<file path="src/rtl/sqw_pkg.sv">
// Shared types for the square-wave output controller.
// Assumes the control byte packs the level, enable and rate fields at fixed positions.
package sqw_pkg;
    typedef enum logic [1:0] {
        RATE_SLOW = 2'b00,
        RATE_4K   = 2'b01,
        RATE_8K   = 2'b10,
        RATE_32K  = 2'b11
    } rate_e;

    typedef struct packed {
        logic       lvl;     // bit 7: static pin level
        logic [1:0] rsv_hi;  // bits 6:5 reserved
        logic       en;      // bit 4: square-wave enable
        logic [1:0] rsv_lo;  // bits 3:2 reserved
        rate_e      rate;    // bits 1:0: rate select
    } ctrl_t;

    localparam logic [7:0] CTRL_RESET = 8'h03;

    // Half-period length in counted oscillator edges for a rate code.
    function automatic int unsigned half_len(input rate_e r, input int unsigned slow);
        case (r)
            RATE_SLOW: half_len = slow;
            RATE_4K:   half_len = 8;
            RATE_8K:   half_len = 4;
            default:   half_len = 1;
        endcase
    endfunction
endpackage

</file>
<file path="src/rtl/sqw_ctrl_reg.sv">
// Control byte register. It stores every written bit and flags a restart when
// a write changes the enable bit or the rate field.
// Assumes the write strobe lasts one cycle per write.
module sqw_ctrl_reg
    import sqw_pkg::*;
(
    input  logic       clk,
    input  logic       rst_n,
    input  logic       wr_en,
    input  logic [7:0] wr_data,
    output ctrl_t      ctrl_q,
    output logic       restart
);
    ctrl_t wr_view;

    // Split the incoming byte into its fields.
    always_comb wr_view = ctrl_t'(wr_data);

    // Request a restart only when the enable or rate actually changes.
    always_comb restart = wr_en && ((wr_view.en != ctrl_q.en) || (wr_view.rate != ctrl_q.rate));

    // Hold the control byte.
    always_ff @(posedge clk) begin
        if (!rst_n)     ctrl_q <= ctrl_t'(CTRL_RESET);
        else if (wr_en) ctrl_q <= wr_view;
    end

    // a written byte is stored whole.
    p_store_r2: assert property (@(posedge clk) disable iff (!rst_n)
        wr_en |=> (ctrl_q == ctrl_t'($past(wr_data))));
endmodule

</file>
<file path="src/rtl/sqw_osc_edge.sv">
// Detects both edges of the synchronized oscillator level.
// Assumes osc_lvl is already synchronous to clk and changes at most once per cycle.
module sqw_osc_edge (
    input  logic clk,
    input  logic rst_n,
    input  logic osc_lvl,
    output logic edge_o
);
    logic osc_d;

    // Remember the previous oscillator level.
    always_ff @(posedge clk) begin
        if (!rst_n) osc_d <= 1'b0;
        else        osc_d <= osc_lvl;
    end

    // An edge is any difference from the previous level.
    always_comb edge_o = osc_lvl ^ osc_d;
endmodule

</file>
<file path="src/rtl/sqw_divider.sv">
// Divides the counted oscillator edges down to the selected half-period and
// toggles a phase bit. It is held cleared while disabled or on restart.
// Assumes SLOW_HALF >= 8 so every rate fits the counter.
module sqw_divider
    import sqw_pkg::*;
#(
    parameter int unsigned SLOW_HALF = 32768
) (
    input  logic  clk,
    input  logic  rst_n,
    input  logic  restart,
    input  logic  run,
    input  logic  edge_i,
    input  rate_e rate,
    output logic  phase
);
    localparam int unsigned CW = $clog2(SLOW_HALF);

    logic [CW-1:0] cnt;
    logic [CW-1:0] half_m1;

    // Last count value of the current half-period.
    always_comb half_m1 = CW'(half_len(rate, SLOW_HALF) - 1);

    // Count edges and flip the phase at the end of each half-period.
    always_ff @(posedge clk) begin
        if (!rst_n || restart || !run) begin
            cnt   <= '0;
            phase <= 1'b0;
        end else if (edge_i) begin
            if (cnt >= half_m1) begin
                cnt   <= '0;
                phase <= ~phase;
            end else begin
                cnt <= cnt + 1'b1;
            end
        end
    end

    // the count never passes the half-period of the active rate.
    p_cnt_range_r4: assert property (@(posedge clk) disable iff (!rst_n)
        cnt <= half_m1);
    // the phase moves only after an edge, a restart or a disable.
    p_phase_on_edge_r5: assert property (@(posedge clk) disable iff (!rst_n)
        !$stable(phase) |-> $past(edge_i || restart || !run));
    // a restart leaves a clean, low, zero-count divider.
    p_restart_clean_r6: assert property (@(posedge clk) disable iff (!rst_n)
        restart |=> (cnt == '0 && phase == 1'b0));
endmodule

</file>
<file path="src/rtl/sqw_out_ctrl.sv">
// Top of the square-wave output controller. It ties together the control
// register, the oscillator edge detector and the divider, and selects the pin
// level. Assumes osc_lvl is already in the clk domain.
module sqw_out_ctrl
    import sqw_pkg::*;
#(
    parameter int unsigned SLOW_HALF = 32768
) (
    input  logic       clk,
    input  logic       rst_n,
    input  logic       ctrl_wr_en,
    input  logic [7:0] ctrl_wr_data,
    input  logic       osc_lvl,
    output logic [7:0] ctrl_byte,
    output logic       sqw_pin
);
    ctrl_t ctrl;
    logic  restart;
    logic  osc_edge;
    logic  phase;

    sqw_ctrl_reg u_reg (
        .clk     (clk),
        .rst_n   (rst_n),
        .wr_en   (ctrl_wr_en),
        .wr_data (ctrl_wr_data),
        .ctrl_q  (ctrl),
        .restart (restart)
    );

    sqw_osc_edge u_edge (
        .clk     (clk),
        .rst_n   (rst_n),
        .osc_lvl (osc_lvl),
        .edge_o  (osc_edge)
    );

    sqw_divider #(.SLOW_HALF(SLOW_HALF)) u_div (
        .clk     (clk),
        .rst_n   (rst_n),
        .restart (restart),
        .run     (ctrl.en),
        .edge_i  (osc_edge),
        .rate    (ctrl.rate),
        .phase   (phase)
    );

    // Expose the stored byte.
    always_comb ctrl_byte = 8'(ctrl);

    // Pin carries the waveform when enabled, otherwise the static level.
    always_comb sqw_pin = ctrl.en ? phase : ctrl.lvl;

    // with the waveform off and the byte unchanged, the pin holds still.
    p_static_hold_r3: assert property (@(posedge clk) disable iff (!rst_n)
        (!ctrl.en && $stable(ctrl)) |-> $stable(sqw_pin));
    // leaving reset gives the documented default byte.
    p_reset_byte_r1: assert property (@(posedge clk)
        !rst_n |=> (ctrl_byte == CTRL_RESET));
endmodule

</file>
<file path="config.mk">
export PLATFORM = sky130hd
export DESIGN_NAME = sqw_out_ctrl
export DESIGN_NICKNAME = d
export VERILOG_FILES = /design/src/rtl/sqw_pkg.sv /design/src/rtl/sqw_ctrl_reg.sv /design/src/rtl/sqw_osc_edge.sv /design/src/rtl/sqw_divider.sv /design/src/rtl/sqw_out_ctrl.sv
export SDC_FILE = /design/constraint.sdc
export NUM_CORES = 1
export LEC_CHECK = 0
export ABC_CLOCK_PERIOD_IN_PS = 4300
export BUFFER_PORTS_ARGS = -buffer_cell sky130_fd_sc_hd__buf_2
export CAP_MARGIN = 20
export CORE_MARGIN = 4
export CORE_UTILIZATION = 60
export DETAILED_ROUTE_END_ITERATION = 16
export GPL_TIMING_DRIVEN = 0
export PLACE_DENSITY = 0.83
export SLEW_MARGIN = 5
export SYNTH_ARGS = -nofsm -noshare
export SYNTH_HDL_FRONTEND = slang
export SYNTH_HIERARCHICAL = 1
export SYNTH_SLANG_ARGS = --single-unit
</file>
<file path="constraint.sdc">
create_clock -name clk -period 4.3 [get_ports clk]
set_input_delay 0.43 -clock clk [delete_from_list [all_inputs] [get_ports clk]]
set_output_delay 0.43 -clock clk [all_outputs]
set_load 0.01 [all_outputs]
</file>
==> impl_metrics.ini <==
[timing]
setup_viol = 0
layout_setup_ws_ns = 1.86
slew_headroom_pct = 68.4
maxSlewViolCount = 0
hold_viol = 0
fin_crit_sh_pct = 56.7
tns_ns = 0
rsz0062_at_grt = false
clock_skew_ns = 0.00179
post-route-min-period_ns = 2.44
worst_slew_pin_slew_ns = 0.473
fmax_mhz = 410

[global_route]
track_usage_pct = 18.5
grt.overflow.total = 0
antenna_found_initial = 0
grt_pass1_vias = 1127
grt_pass1_wl_um = 4770
grt_max_degree = 15

[power]
vdd_drop_max_uv = 244
cellInternalPower_mw = 0.298
switching_share_pct = 26.5
power_frac_clock_pct = 26.5
p_switching_mw = 0.108
p_per_area_nw_per_um2 = 253
power.total_mw = 0.406
p_seq_share_pct = 59.4
power_frac_comb_pct = 14.1
leakage_nw = 0.666

[synth]
synth.top_cell.area_share_pct = 34.5
synthAdderAreaFrac_pct = 13.8
seq_area_frac_synth_pct = 34.5
syn_avg_cell_area_um2 = 9.41
ys_ff_latch = 25
synth_top_area_cell = dfxtp_1
post_synth_xor_area_fraction_pct = 9.67
netlist_area_um2 = 1450
synth_top_family_by_area = simple AND/OR/NAND/NOR gates
yosysWarnings = 6
synth_compound_area_share_pct = 9.33
yosys.area_share.simple_pct = 23.5
synth_mux_area_share_pct = 6.56
synth_area_leaders = dfxtp_1 35%, ha_1 14%, xor2_1 6.6%
syn_inst = 154
synth_nets = 182
synth.distinct_cells = 35

[drt]
vias = 1124
drc = 0
drtIter0Drc = 10
finalWirelength_um = 2710
antenna_left = 0
wl_per_cell_um = 13.2
firstDrtPassIters = 4
via_per_inst = 5.48

[place]
pre_cts_ws_ns = 1.88
io_buffers = 19
dp_hpwl_um = 2120
routabilityCongestion = 0.821

[worst_hold_path]
whs_path_depth = 3
hold_start = ctrl_wr_data[1]
min_to = u_reg/ctrl_q[1]
min_path_type = in -> reg

[final_layout]
drive_gt1_share_pct = 23.2
antennaDiodeCount = 0
final_common_cell = dfxtp_1
area_growth_pct = 10.9
final_cell_mix = 25 x dfxtp_1, 19 x buf_2, 16 x ha_1
nets = 206
final_util_pct = 71.3

[flow_run]
drv_cap = 0

[cts]
cts_resized = 0
cts_root_buf = clkbuf_4
cts_sinks = 25
cts_buffer_depth = 2
clkTransAtPathRegs_ns = 0.13
cts_tree = built
cts_setup_buffers = 0
worstSkewPairLatency_ns = 0.33
postCtsHoldBufs = 0
h-tree-depth = 1
numCtsBuffers = 3

[setup_path]
slowest_stage = or2_2
cp.arrival_ns = 2.72
crit_chain = or2_2, ha_1, a21oi_1, o21a_1, o21ai_1, a211oi_4, o21bai_2, buf_6, nor2_2
cp_top_family = compound AO/OA/AOI/OAI gates
path_max_fanout = 12
cpPeakStageDelay_ns = 0.44
worstSetupEndpointType = flop
start_kind = flop
ff2ff_path_depth = 9
r2r-end = u_div/cnt[9]
cp.buffers_inverters = 1
crit_required_ns = 4.58
r2r-start = u_reg/ctrl_q[1]
crit_type = reg -> reg
r2r_slack_ns = 1.86

[floorplanning]
die_y_um = 57.1
rows = 17
io_pins = 21
die_area_um2 = 3260
start_util_pct = 64.3
die_w_um = 57.1
fp.coreArea_um2 = 2250

[outcome]
status = finished, final reports clean
[worst min-delay path, cell delays in order]
cell and delay (ns):
buf_2 0.09, mux2i_1 0.06, nand2_1 0.06
[power by group through the flow]
| stage | Sequential [mW] | Combinational, mW | Clock (mW) |
|---|---|---|---|
| floorplan | 0.248 | 0.0371 | 0 |
| global placement | 0.246 | 0.0546 | 0 |
| detailed placement | 0.246 | 0.0572 | 0 |
| CTS | 0.241 | 0.0575 | 0.111 |
| global route | 0.242 | 0.0634 | 0.125 |
| finish | 0.241 | 0.0574 | 0.107 |
[Yosys cell counts (all sizes together)]
library cell and n:
dfxtp 25, nor2 17, ha 16, nand2 14, xor2 11, a21oi 9, mux2i 8, nand4 7
nand3 6, nor2b 6, xnor2 5, inv 3, o21ai 3, a21o 2, a31oi 2, buf 2
nand3b 2, nor3 2, or2 2, a211oi 1, and2 1, and3 1, and4 1, clkbuf 1
mux2 1, nand2b 1, nand4b 1, o21a 1, o21bai 1, o31a 1, or3 1
[area by class of cell]
cell class / count / area, um2
Tap cell: 28 / 35.0
Clock inverter: 1 / 5.00
Multi-Input combinational cell: 123 / 911
Clock buffer: 3 / 22.5
Buffer: 3 / 26.3
Sequential cell: 25 / 500
Fill cell: 185 / 648
Timing Repair Buffer: 19 / 95.1
Inverter: 3 / 11.3
[kinds of logic after synthesis]
group	after synthesis
fa+ha+maj	16
buf+inv	6
mux	9
xor+xnor	16
compound gates	20
flops	25
simple gates	62
[metrics by stage]
step | cells | area (um2) | hold WS (ns)
floorplan | 154 | 1450 | 0.458
global route | 205 | 1610 | 0.310
CTS | 205 | 1610 | 0.315
global placement | 201 | 1580 | 0.477
finish | 205 | 1610 | 0.333
detailed placement | 201 | 1580 | 0.494
[per-layer routing]
layer	up-vias	global-route usage (%)	share of wire, %
met3	5	4.30	1.9
met2	8	32.6	51
met5	-	0	0
met1	527	20.9	44
li1	584	-	-
met4	0	8.94	2.2
[registers in the layout, indices dropped and copies added, names as in the netlist]
register and count:
u_div/phase 1, u_div/cnt 15, u_reg/ctrl_q 8, u_edge/osc_d 1
[how the worst max path moves through the flow]
stage	startpoint	to	slack, ns	cells after the start
3_5_place_dp	u_reg/ctrl_q[1]	u_div/cnt[9]	1.88	9
3_3_place_gp	u_reg/ctrl_q[1]	u_div/cnt[14]	2.00	9
4_1_cts	u_reg/ctrl_q[1]	u_div/cnt[9]	1.83	9
2_1_floorplan	u_reg/ctrl_q[1]	u_div/phase	2.14	8
5_1_grt	u_reg/ctrl_q[1]	u_div/cnt[8]	1.74	9
6_report	u_reg/ctrl_q[1]	u_div/cnt[9]	1.86	9
Power figures use the tool's default switching activity.
